**config.mk**
```make
export PLATFORM = sky130hd
export DESIGN_NAME = tlp_rx_decode
export DESIGN_NICKNAME = d
export VERILOG_FILES = /design/src/rtl/tlp_rx_pkg.sv /design/src/rtl/tlp_rx_ctrl.sv /design/src/rtl/tlp_rx_dpath.sv /design/src/rtl/tlp_rx_decode.sv
export SDC_FILE = /design/constraint.sdc
export NUM_CORES = 1
export LEC_CHECK = 0
export ABC_AREA = 1
export BUFFER_PORTS_ARGS = -buffer_cell sky130_fd_sc_hd__buf_2
export CORE_AREA = 2 2 184 186
export DETAILED_ROUTE_END_ITERATION = 8
export DIE_AREA = 0 0 186 188
export PLACE_DENSITY = 0.53
export SYNTH_ARGS = -nofsm -noshare
export SYNTH_HDL_FRONTEND = slang
export SYNTH_SLANG_ARGS = --single-unit
```
**constraint.sdc**
```tcl
create_clock -name clk -period 3.3 [get_ports clk]
set_clock_uncertainty 0.2 [all_clocks]
set_input_delay 0.66 -clock clk [delete_from_list [all_inputs] [get_ports clk]]
set_output_delay 0.66 -clock clk [all_outputs]
set_load 0.02 [all_outputs]
```
**src/rtl/tlp_rx_pkg.sv**
```systemverilog
package tlp_rx_pkg;
  localparam int BEAT_W   = 64;
  localparam int DW_W     = 32;
  localparam int ID_W     = 16;
  localparam int TAG_W    = 5;
  localparam int LEN_W    = 10;
  localparam int QW_SHIFT = 3;
  localparam int ADDR_W   = BEAT_W - QW_SHIFT;

  // header field positions inside the first beat
  localparam int FMT_LSB  = 61;
  localparam int TYPE_LSB = 56;
  localparam int LEN_LSB  = 32;
  localparam int ID_LSB   = 16;
  localparam int TAG_LSB  = 8;
  localparam int CTAG_LSB = DW_W + TAG_LSB;

  localparam logic [1:0] FMT_NODATA = 2'b00;
  localparam logic [1:0] FMT_DATA   = 2'b10;
  localparam logic [4:0] TYP_MEM    = 5'b00000;
  localparam logic [4:0] TYP_CPL    = 5'b01010;

  typedef enum logic [2:0] {
    ST_IDLE, ST_RD_ADDR, ST_WR_ADDR, ST_WR_LO, ST_CPL_ID, ST_CPL_DATA, ST_DRAIN
  } rxState_t;

  typedef struct packed {
    logic ldReqId;
    logic ldTag;
    logic tagFromCpl;
    logic ldAddr;
    logic ldDataHi;
    logic holdUpper;
    logic holdLower;
    logic emitRd;
    logic emitWr;
    logic emitCpl;
    logic cplFromBeat;
  } dpCtl_t;
endpackage

```
**src/rtl/tlp_rx_ctrl.sv**
```systemverilog
module tlp_rx_ctrl
  import tlp_rx_pkg::*;
(
  input  logic             clk,
  input  logic             rstN,
  input  logic             beatValid,
  input  logic             beatSof,
  input  logic             beatEof,
  input  logic             barHit,
  input  logic [1:0]       hdrFmt,
  input  logic [4:0]       hdrType,
  input  logic [LEN_W-1:0] hdrLen,
  output dpCtl_t           ctl
);
  rxState_t         state, stateD;
  logic [LEN_W-1:0] remQ, remD;
  logic             halfQ, halfD;
  logic             barQ, barD;

  always_ff @(posedge clk or negedge rstN) begin
    if (!rstN) begin
      state <= ST_IDLE;
      remQ  <= '0;
      halfQ <= 1'b0;
      barQ  <= 1'b0;
    end else begin
      state <= stateD;
      remQ  <= remD;
      halfQ <= halfD;
      barQ  <= barD;
    end
  end

  always_comb begin
    ctl    = '0;
    stateD = state;
    remD   = remQ;
    halfD  = halfQ;
    barD   = barQ;
    if (beatValid) begin
      unique case (state)
        ST_IDLE: begin
          if (beatSof) begin
            barD = barHit;
            if (hdrFmt == FMT_NODATA && hdrType == TYP_MEM) begin
              ctl.ldTag   = 1'b1;
              ctl.ldReqId = barHit;
              stateD      = ST_RD_ADDR;
            end else if (hdrFmt == FMT_DATA && hdrType == TYP_MEM) begin
              ctl.ldTag = 1'b1;
              stateD    = ST_WR_ADDR;
            end else if (hdrFmt == FMT_DATA && hdrType == TYP_CPL) begin
              remD   = hdrLen;
              halfD  = 1'b0;
              stateD = ST_CPL_ID;
            end else begin
              stateD = ST_DRAIN;
            end
            if (beatEof) stateD = ST_IDLE;
          end
        end
        ST_RD_ADDR: begin
          ctl.emitRd = barQ;
          stateD     = beatEof ? ST_IDLE : ST_DRAIN;
        end
        ST_WR_ADDR: begin
          ctl.ldAddr   = 1'b1;
          ctl.ldDataHi = 1'b1;
          stateD       = beatEof ? ST_IDLE : ST_WR_LO;
        end
        ST_WR_LO: begin
          ctl.emitWr = barQ;
          stateD     = beatEof ? ST_IDLE : ST_DRAIN;
        end
        ST_CPL_ID: begin
          ctl.ldTag      = 1'b1;
          ctl.tagFromCpl = 1'b1;
          if (remQ != '0) begin
            ctl.holdLower = 1'b1;
            halfD         = 1'b1;
            remD          = remQ - LEN_W'(1);
          end
          stateD = beatEof ? ST_IDLE : ((remD == '0) ? ST_DRAIN : ST_CPL_DATA);
        end
        ST_CPL_DATA: begin
          if (remQ != '0) begin
            if (halfQ) begin
              ctl.emitCpl = 1'b1;
              if (remQ >= LEN_W'(2)) begin
                ctl.holdLower = 1'b1;
                remD          = remQ - LEN_W'(2);
              end else begin
                halfD = 1'b0;
                remD  = remQ - LEN_W'(1);
              end
            end else if (remQ >= LEN_W'(2)) begin
              ctl.emitCpl     = 1'b1;
              ctl.cplFromBeat = 1'b1;
              remD            = remQ - LEN_W'(2);
            end else begin
              ctl.holdUpper = 1'b1;
              halfD         = 1'b1;
              remD          = remQ - LEN_W'(1);
            end
          end
          stateD = beatEof ? ST_IDLE : ((remD == '0) ? ST_DRAIN : ST_CPL_DATA);
        end
        ST_DRAIN: begin
          if (beatEof) stateD = ST_IDLE;
        end
        default: stateD = ST_IDLE;
      endcase
    end
  end
endmodule

```
**src/rtl/tlp_rx_dpath.sv**
```systemverilog
module tlp_rx_dpath
  import tlp_rx_pkg::*;
(
  input  logic                  clk,
  input  logic                  rstN,
  input  logic [BEAT_W-1:0]     beat,
  input  dpCtl_t                ctl,
  output logic [1:0]            hdrFmt,
  output logic [4:0]            hdrType,
  output logic [LEN_W-1:0]      hdrLen,
  output logic                  rdStb,
  output logic                  wrStb,
  output logic                  cplStb,
  output logic [BEAT_W-1:0]     outData,
  output logic [BEAT_W-1:QW_SHIFT] outAddr,
  output logic [TAG_W-1:0]      outTag,
  output logic [ID_W-1:0]       reqId
);
  localparam int AQ_W  = DW_W - QW_SHIFT;
  localparam int PAD_W = ADDR_W - AQ_W;

  logic [TAG_W-1:0] tagQ;
  logic [AQ_W-1:0]  addrQ;
  logic [DW_W-1:0]  hiQ;
  logic [DW_W-1:0]  heldQ;
  logic [DW_W-1:0]  upperDw;
  logic [DW_W-1:0]  lowerDw;

  assign upperDw = beat[BEAT_W-1:DW_W];
  assign lowerDw = beat[DW_W-1:0];
  assign hdrFmt  = beat[FMT_LSB +: 2];
  assign hdrType = beat[TYPE_LSB +: 5];
  assign hdrLen  = beat[LEN_LSB +: LEN_W];

  always_ff @(posedge clk or negedge rstN) begin
    if (!rstN) begin
      tagQ    <= '0;
      addrQ   <= '0;
      hiQ     <= '0;
      heldQ   <= '0;
      reqId   <= '0;
      rdStb   <= 1'b0;
      wrStb   <= 1'b0;
      cplStb  <= 1'b0;
      outData <= '0;
      outAddr <= '0;
      outTag  <= '0;
    end else begin
      if (ctl.ldReqId)  reqId <= beat[ID_LSB +: ID_W];
      if (ctl.ldTag)    tagQ  <= ctl.tagFromCpl ? beat[CTAG_LSB +: TAG_W] : beat[TAG_LSB +: TAG_W];
      if (ctl.ldAddr)   addrQ <= upperDw[DW_W-1:QW_SHIFT];
      if (ctl.ldDataHi) hiQ   <= lowerDw;
      if (ctl.holdUpper)      heldQ <= upperDw;
      else if (ctl.holdLower) heldQ <= lowerDw;
      rdStb  <= ctl.emitRd;
      wrStb  <= ctl.emitWr;
      cplStb <= ctl.emitCpl;
      if (ctl.emitRd) begin
        outData <= '0;
        outAddr <= {{PAD_W{1'b0}}, upperDw[DW_W-1:QW_SHIFT]};
        outTag  <= tagQ;
      end else if (ctl.emitWr) begin
        outData <= {hiQ, upperDw};
        outAddr <= {{PAD_W{1'b0}}, addrQ};
        outTag  <= tagQ;
      end else if (ctl.emitCpl) begin
        outData <= ctl.cplFromBeat ? beat : {heldQ, upperDw};
        outAddr <= '0;
        outTag  <= tagQ;
      end
    end
  end
endmodule

```
**src/rtl/tlp_rx_decode.sv**
```systemverilog
module tlp_rx_decode
  import tlp_rx_pkg::*;
(
  input  logic                     clk,
  input  logic                     rstN,
  input  logic [BEAT_W-1:0]        beat,
  input  logic                     beatSof,
  input  logic                     beatEof,
  input  logic                     beatValid,
  input  logic                     barHit,
  output logic                     rdStb,
  output logic                     wrStb,
  output logic                     cplStb,
  output logic [BEAT_W-1:0]        outData,
  output logic [BEAT_W-1:QW_SHIFT] outAddr,
  output logic [TAG_W-1:0]         outTag,
  output logic [ID_W-1:0]          reqId
);
  dpCtl_t           ctl;
  logic [1:0]       hdrFmt;
  logic [4:0]       hdrType;
  logic [LEN_W-1:0] hdrLen;

  tlp_rx_ctrl ctrl_i (
    .clk(clk), .rstN(rstN), .beatValid(beatValid), .beatSof(beatSof),
    .beatEof(beatEof), .barHit(barHit), .hdrFmt(hdrFmt), .hdrType(hdrType),
    .hdrLen(hdrLen), .ctl(ctl)
  );

  tlp_rx_dpath dpath_i (
    .clk(clk), .rstN(rstN), .beat(beat), .ctl(ctl), .hdrFmt(hdrFmt),
    .hdrType(hdrType), .hdrLen(hdrLen), .rdStb(rdStb), .wrStb(wrStb),
    .cplStb(cplStb), .outData(outData), .outAddr(outAddr), .outTag(outTag),
    .reqId(reqId)
  );
endmodule

```
# Word-level counts from Yosys, hierarchy flattened
# Index checks and enable logic that the tools add are counted.
word_totals:
  ff_bits: 262
  latch_bits: 0
  ramBits: 0
  rom_bits: 0
  input_bits: 70
  word_cells: 120
  mem_count: 0
classes:
  addsub: 2
  n_mul: 0
  n_div: 0
  n_lt_le_gt_ge: 1
  eq_ne: 15
  n_shift: 0
  mux: 70
  bitwise_logic: 0
  reduce_logical: 17
ops:
  columns: ["operator", "n"]
  rows:
  - ["$mux 64", 4]
  - ["$mux 61", 3]
  - ["$mux 10", 11]
  - ["$mux 32", 2]
  - ["$pmux 10 s3", 1]
  - ["$mux 3", 8]
  - ["$mux 1", 22]
  - ["$logic_not 10->1", 2]
  - ["$mux 2", 10]
  - ["$mux 5", 4]
  - ["$pmux 3 s6", 1]
  - ["$mux 11", 1]
  - ["$ge 10x2->1 const B", 1]
  - ["$reduce_bool 10->1", 1]
  - ["$sub 10x1->10 const B", 1]
  - ["$sub 10x2->10 const B", 1]
  - ["$eq 3x3->1 const B", 3]
  - ["$ne 2x2->1 const B", 4]
  - ["$reduce_and 8->1", 1]
  - ["$eq 3x2->1 const B", 2]
  - ["$ne 2x1->1 const B", 3]
  - ["$reduce_and 3->1", 2]
  - ["$reduce_and 6->1", 1]
  - ["$reduce_bool 3->1", 2]
  - ["11 further kinds", 14]

# Logic depth before layout (Yosys ltp)
# Gate-level depths: netlist of run 1.
logic_depth:
  ltp_word: 11
  ltp_mapped: 17
  mapped_depth_nobuf: 17

# Cells and area by module
# From an unflattened synthesis of run 1, not the netlist that was laid out.
unflattened:
  cells_unflattened: 1585
  hier_area_um2: 11827.6
modules_own_cells:
  columns: ["module", "instances", "cells_each", "area_per_inst_um2", "seq_area_each_um2"]
  rows:
  - ["tlp_rx_dpath", 1, 1296, 10019.6, 5380.2]
  - ["tlp_rx_ctrl", 1, 289, 1808.0, 375.4]

# Worst setup path before layout of run 1
# OpenSTA, ideal clock, no wires.
synth_path:
  kind: "reg-to-reg"
  startpoint: "register ctrl_i.remQ[0]"
  endpoint: "register dpath_i.heldQ[0]"
  setup_time_ns: 0.119
  t_arrival_ns: 2.025
  required_ns: 2.981
  path_slack_ns: 0.957
  stages_incl_launch_ff: 12
  n_path_buf: 2
  cell_sequence: "dfrtp_1 -> inv_1 -> ha_1 -> inv_1 -> nand3_2 -> inv_1 -> nand2_2 -> ha_1 -> o311a_1 -> buf_4 -> buf_2 -> o21a_1"
synth_between:
  elab_chain_cells: 7
  word_cells_on_any_way: 13
  classes_between: "order compare (1); mux (10); reduce/logical (2)"
synth_rtl:
  columns: ["item", "line", "source"]
  rows:
  - ["start, declared", "tlp_rx_ctrl.sv:16", "logic [LEN_W-1:0] remQ, remD;"]
  - ["start signal, assigned", "tlp_rx_ctrl.sv:28", "remQ <= remD;"]
  - ["$ge 10x2->1", "tlp_rx_ctrl.sv:89, tlp_rx_ctrl.sv:96", null]
  - ["$mux 1 (on tied branches)", "tlp_rx_ctrl.sv:89, tlp_rx_ctrl.sv:96", null]
  - ["$mux 1", "tlp_rx_ctrl.sv:87", "if (halfQ) begin"]
  - ["$mux 2", "tlp_rx_ctrl.sv:86", "if (remQ != '0) begin"]
  - ["$pmux 1 s2 or $mux 1 (tied branches)", "tlp_rx_ctrl.sv:41", "unique case (state)"]
  - ["$mux 11 (*)", "tlp_rx_ctrl.sv:40", "if (beatValid) begin"]
  - ["$reduce_bool 2->1 (no source line) or $mux 32 (tied branches)", null, null]
  - ["end signal, assigned", "tlp_rx_dpath.sv:53", "if (ctl.holdUpper) heldQ <= upperDw;"]
  - ["end signal, assigned", "tlp_rx_dpath.sv:54", "else if (ctl.holdLower) heldQ <= lowerDw;"]
  - ["end, declared", "tlp_rx_dpath.sv:25", "logic [DW_W-1:0] heldQ;"]
# Mark *: on every way between the ends. The rest lies on a longest branch, timed or not.
# A chain may end at the register's enable or synchronous reset.

# Final worst setup path of run 1
layout_path:
  startpoint: "register ctrl_i.remQ[0]"
  endpoint: "register dpath_i.heldQ[15]"
# Same word-level chain as after synthesis.

==> results.json, run 1 <==
{
  "ys_async_sr_fraction": 1.000,
  "post-route-min-period_ns": 2.888,
  "cts.repair.resized": 0,
  "synth_mux_area_frac": 0.001982,
  "die_y_um": 188,
  "area_growth_pct": 19.17,
  "h-tree-depth": 1,
  "cp_data_arrival_time_ns": 3.16,
  "setup_viol": 0,
  "critPathLaunchType": "flop",
  "io_buffers": 186,
  "synth_fa_ha_area_frac": 0.008809,
  "fin_nets": 1581,
  "p_per_area_nw_per_um2": 920.0,
  "slew_violations": 0,
  "coreArea_um2": 33110,
  "crit_fanout": 31,
  "die_w_um": 186,
  "synth_cells": 1340,
  "yosysSeqAreaShare": 0.5065,
  "timing.final.crit_share": 0.8751,
  "vdd_drop_max_mv": 0.4185,
  "die_area_um2": 34970,
  "synth.distinct_cells": 46,
  "drt_wl_total_um": 33830,
  "cts_inserted_buffers": 27,
  "run_status": "finished, final reports clean",
  "synth.avg_cell_area_um2": 8.480,
  "worstPathCellList": "inv_1 -> ha_1 -> inv_1 -> nand3_2 -> inv_1 -> nand2_2 -> ha_1 -> o311a_2 -> buf_4 -> o211ai_1 -> o21a_1",
  "clock.fmax_mhz": 346.3,
  "clkLatencyLatePin_ns": 0.53,
  "synth_area_um2": 11360,
  "antenna_found_initial": 0,
  "drtAntennaViolNets": 0,
  "synth-warning-count": 0,
  "firstDrtPassIters": 5,
  "drt_first_iter_violations": 606,
  "synth_top_family_by_area": "compound AO/OA/AOI/OAI gates",
  "n_fill_cell": 3410,
  "drive_above_1_share": 0.1975,
  "place_congestion": 0.9283,
  "cp_common_cell": "inv_1",
  "max_slew_margin": 0.4704,
  "wl_per_cell_um": 17.16,
  "required_ns": 3.57,
  "fp-row-count": 67,
  "tightest_slew_ns": 0.7943,
  "worstSetupPathType": "reg -> reg",
  "antenna_cells": 0,
  "grt_pass1_wl_um": 53480,
  "final_cell_mix": "nand2_1 (381), dfrtp_1 (230), buf_2 (185), o21ai_0 (115), o21ai_1 (100)",
  "finalSetupTns_ns": 0,
  "rsz0062_at_grt": "false",
  "leakage_nw": 6.901,
  "maxCapViolations": 0,
  "worst_hold_path_type": "in -> reg",
  "synth_compound_area_frac": 0.2068,
  "drc": 0,
  "cp-end-kind": "flop",
  "cp_slowest_cell": "o311a_2",
  "cts_tree": "built",
  "dp_hpwl_um": 22830,
  "root_buffer": "clkbuf_16",
  "post-cts-setup-buffer-count": 0,
  "synthFlopType": "dfrtp_1",
  "grtUsageTotal": 0.1938,
  "slowest_delay_ns": 0.68,
  "regArea_um2": 5756,
  "synth_xor_area_frac": 0.003083,
  "multi_input_area_um2": 4684,
  "postCtsHoldBufs": 1,
  "hold_viol_final": 0,
  "io_pins": 219,
  "vias_per_cell": 4.875,
  "vias": 9614,
  "grt_pass1_vias": 9180,
  "synthSimpleGateAreaFrac": 0.1789,
  "clockBufferDepth": 3,
  "grt_max_degree": 81,
  "gr-total-overflow": 0,
  "clk_pin_slew_worst_paths_ns": 0.06,
  "power_mw": 12.46,
  "start_util": 0.3432,
  "cts_sinks": 230,
  "final_common_cell": "nand2_1",
  "synth-seq-cells": 230,
  "synth_edf_count": 0
}
==> per-layer routing <==
| layer | routed length (um) | up-vias | track usage |
|---|---|---|---|
| met5 | 0 | - | 0 |
| met4 | 301 | 0 | 0.02907 |
| met3 | 1843 | 23 | 0.03107 |
| met2 | 15110 | 227 | 0.2944 |
| met1 | 16580 | 4627 | 0.2949 |
| li1 | - | 4737 | - |
==> cell type report <==
cell class,instances,share of cell area
clock buffers,40,0.05867
well taps,448,0.04139
inverters,106,0.02947
multi-input cells,925,0.3459
repair buffers,213,0.09110
flip-flops and latches,230,0.4250
clock inverters,10,0.008408
==> critical path: cells and delay by family (launching register included) <==
kind                       cells  cell delay [ns]
AOI/OAI and AO/OA              3             0.91
adders and majority gates      2             0.45
buffers and inverters          4             0.59
DFF                            1             0.42
and+or+nand+nor                2             0.24
==> worst paths after layout <==
path,startpoint,endpoint,slack (ns),cells after the start
max,ctrl_i.remQ[0]$_DFFE_PN0P_,dpath_i.heldQ[15]$_DFFE_PN0P_,0.41,11
max in group asynchronous,rstN,dpath_i.hiQ[2]$_DFFE_PN0P_,1.53,3
min reg2reg,dpath_i.outData[19]$_DFFE_PN0P_,dpath_i.outData[19]$_DFFE_PN0P_,0.27,2
min,beat[5],dpath_i.hiQ[5]$_DFFE_PN0P_,0.20,3
max reg2reg,ctrl_i.remQ[0]$_DFFE_PN0P_,dpath_i.heldQ[15]$_DFFE_PN0P_,0.41,11
min in group asynchronous,rstN,dpath_i.reqId[9]$_DFFE_PN0P_,0.49,2
==> metrics by stage <==
| stage | cell area (um2) | util | setup slack, ns | hold WS, ns | std cells |
|---|---|---|---|---|---|
| after floorplan | 11480 | - | 0.9567 | 0.1644 | 1371 |
| after global placement | 12620 | 0.3812 | 0.4390 | 0.2615 | 1921 |
| after detailed placement | 12620 | 0.3812 | 0.4194 | 0.2629 | 1921 |
| after CTS | 13540 | 0.4090 | 0.3937 | 0.1879 | 1972 |
| after global routing | 13540 | 0.4090 | 0.1556 | 0.1894 | 1972 |
| final | 13540 | 0.4090 | 0.4121 | 0.2016 | 1972 |
==> report_power, final <==
part	internal (mW)	leakage (nW)	switching [mW]	total [mW]
clock	1.82	0.447	1.22	3.04
sequential	4.00	2.91	0.747	4.75
combinational	1.64	3.54	3.03	4.67
total	7.46	6.90	5.00	12.5
==> sequential cells by signal (all words and copies together), names as in the netlist, 10 cells and up <==
register         count
dpath_i.hiQ         32
dpath_i.heldQ       32
dpath_i.outData     64
dpath_i.addrQ       29
dpath_i.outAddr     29
ctrl_i.remQ         10
dpath_i.reqId       16
==> synth_stat cells (2+ instances only) <==
library cell | instances | area [um2]
ha_1 | 8 | 100.1
nand2_1 | 382 | 1434
inv_2 | 9 | 33.78
o211ai_1 | 92 | 690.7
a21oi_1 | 39 | 195.2
buf_6 | 9 | 101.4
nor2_1 | 38 | 142.6
nand3_1 | 26 | 130.1
clkbuf_1 | 32 | 120.1
dfrtp_1 | 230 | 5756
nor3_1 | 3 | 15.01
inv_1 | 95 | 356.6
nand3_2 | 6 | 60.06
xor2_1 | 3 | 26.28
nor2_4 | 6 | 67.56
o21ai_0 | 115 | 575.6
nand2_4 | 2 | 22.52
o22ai_1 | 5 | 31.28
nand4_1 | 5 | 31.28
nor2_2 | 7 | 43.79
o21bai_1 | 2 | 15.01
buf_4 | 40 | 300.3
buf_1 | 2 | 7.510
o221ai_1 | 2 | 17.52
nand2_2 | 3 | 18.77
o21ai_1 | 100 | 500.5
buf_2 | 27 | 135.1
mux2_2 | 2 | 22.52
o21a_1 | 32 | 240.2
a221o_1 | 2 | 20.02
==> cell families (layout without fill, tap and decap cells) <==
group           Yosys count  in the layout
buf+inv                 216            369
flops                   230            230
other cells               1             32
xor+xnor                  4              4
fa+ha+maj                 8              8
compound gates          396            396
simple gates            483            483
mux                       2              2
Note: power is estimated with default switching activity, not from simulation.
==> run 2: changes to the inputs <==
- CORE_AREA: 2 2 184 186 -> 3 3 185 187
- DIE_AREA: 0 0 186 188 -> 0 0 188 190
- REMOVE_ABC_BUFFERS: default -> 1
==> results.json, run 2 (same netlist as run 1, synthesis figures left out) <==
{
  "pwr-share-clk": 0.246,
  "drtAntennaViolNets": 0,
  "cts_inserted_buffers": 28,
  "tightest_slew_ns": 0.6477,
  "cts_sinks": 230,
  "start_util": 0.3484,
  "antenna_found_initial": 1,
  "fin_nets": 1583,
  "holdWs_ns": 0.1929,
  "die_area_um2": 35720,
  "place_congestion": 0.8704,
  "area_growth_pct": 19.62,
  "maxCapViolations": 0,
  "min_from": "beat[2]",
  "h-tree-depth": 1,
  "drc": 0,
  "p_int_mw": 7.481,
  "grt_pass1_wl_um": 54520,
  "largestRegisters": "dpath_i.outData (64), dpath_i.heldQ (32), dpath_i.hiQ (32)",
  "die_w_um": 188,
  "crit_fanout": 28,
  "comb_power_share": 0.373,
  "post-cts-setup-buffer-count": 0,
  "grt_max_degree": 74,
  "run_status": "finished, final reports clean",
  "io_pins": 219,
  "clk_pin_slew_worst_paths_ns": 0.07,
  "grtUsageTotal": 0.1883,
  "max_slew_margin": 0.5682,
  "slew_violations": 0,
  "io_buffers": 186,
  "largest_reg_flops": 64,
  "post-route-min-period_ns": 2.736,
  "setup_viol": 0,
  "drive_above_1_share": 0.1997,
  "rsz0062_at_grt": "false",
  "cp-end-kind": "flop",
  "pwr-share-seq": 0.381,
  "required_ns": 3.52,
  "drt_wl_total_um": 33650,
  "worstSetupPathType": "reg -> reg",
  "final_common_cell": "nand2_1",
  "p_switching_mw": 4.972,
  "clockBufferDepth": 3,
  "final_core_util": 0.4167,
  "r2r_slack_ns": 0.56,
  "cts_tree": "built",
  "die_y_um": 190,
  "cts.repair.resized": 0,
  "critPathLaunchType": "flop",
  "gr-total-overflow": 0,
  "setup_slack_ns": 0.5641,
  "root_buffer": "clkbuf_16",
  "vias": 9673,
  "grt_pass1_vias": 9479,
  "worst_hold_path_type": "in -> reg",
  "final_cell_mix": "nand2_1 (380), dfrtp_1 (230), buf_2 (185), o21ai_0 (115), o21ai_1 (100)",
  "vdd_drop_max_mv": 0.3712,
  "hold_viol_final": 0,
  "cp_data_arrival_time_ns": 2.95,
  "dp_hpwl_um": 22420,
  "fp-row-count": 66,
  "regMostFlops": "dpath_i.outData",
  "dpl_worst_slack_ns": 0.6039,
  "critPathLaunch": "ctrl_i.remQ[0]$_DFFE_PN0P_",
  "p_per_area_nw_per_um2": 916.2,
  "clock.fmax_mhz": 365.5,
  "switching_share": 0.3993,
  "wl_per_cell_um": 17.09,
  "worstReg2RegStart": "ctrl_i.remQ[0]$_DFFE_PN0P_",
  "clkLatencyLatePin_ns": 0.54,
  "firstDrtPassIters": 7,
  "antenna_cells": 0,
  "drt_first_iter_violations": 634,
  "timing.final.crit_share": 0.8291,
  "vias_per_cell": 4.913,
  "leakage_nw": 6.927,
  "coreArea_um2": 32620
}
run 2: changes by cell type in the layout (fill, tap and decap cells not counted):
| cell | before | now |
|---|---|---|
| buf_12 | 7 | 9 |
| buf_4 | 19 | 18 |
| bufinv_16 | 2 | 0 |
| clkbuf_16 | 27 | 29 |
| clkbuf_8 | 7 | 10 |
| clkinv_4 | 1 | 2 |
| clkinvlp_4 | 1 | 0 |
| inv_6 | 2 | 1 |
| nand2_1 | 381 | 380 |
| nand2_2 | 4 | 5 |
run 2: stage by stage:
step	total power, mW	TNS, ns	area [um2]	cells
after global routing	13.42	0	13590	1969
final	12.45	0	13590	1969
after detailed placement	9.472	0	12650	1916
after floorplan	7.768	-98.46	10820	1261
after CTS	12.59	0	13590	1969
after global placement	9.433	0	12650	1916
run 2: final timing paths:
check / to / depth (start not counted)
min in group asynchronous: dpath_i.reqId[7]$_DFFE_PN0P_ / 2
setup / recovery: dpath_i.outData[54]$_DFFE_PN0P_ / 12
max in group asynchronous: dpath_i.outData[61]$_DFFE_PN0P_ / 3
hold reg to reg: dpath_i.outData[3]$_DFFE_PN0P_ / 2
setup reg to reg: dpath_i.outData[54]$_DFFE_PN0P_ / 12
hold / removal: dpath_i.hiQ[2]$_DFFE_PN0P_ / 2
run 2: critical path, cell delays in order, from the launching register on:
cell and delay [ns]:
dfrtp_1 0.42, inv_1 0.14, ha_1 0.22, inv_1 0.07
nand3_2 0.10, inv_1 0.09, nand2_2 0.15, ha_1 0.26
nand3_4 0.31, buf_4 0.30, o21ai_1 0.09, a21oi_1 0.17
o21ai_1 0.07
run 2: layout make-up:
type | instances | area [um2]
Tap cell | 442 | 553.0
Fill cell | 3313 | 19030
Inverter | 106 | 399.1
Sequential cell | 230 | 5756
Clock inverter | 7 | 46.29
Timing Repair Buffer | 214 | 1266
Multi-Input combinational cell | 925 | 4687
Clock buffer | 45 | 885.9
run 2: power groups by stage:
stage                     clock network, mW  logic [mW]  registers [mW]
after floorplan                           0        2.51            5.26
after global placement                    0        4.65            4.78
after detailed placement                  0        4.68            4.79
after CTS                              3.14        4.70            4.75
after global routing                   3.28        5.24            4.90
final                                  3.06        4.65            4.75
run 2: repair_timing:
item / CTS / global route
hold endpoints to repair: 69 / 0
endpoints found under the setup margin: 0 / 0
hold buffers: 1 / 0
run 2: routing by layer:
layer  GRT usage  vias up  part of all wire  wire, um
met5           0        -           0.00039        13
met4     0.03175        2             0.011       379
met3     0.03040       39             0.053      1777
met2      0.3074      248              0.47     15680
met1      0.2693     4639              0.47     15800
li1            -     4745                 -         -
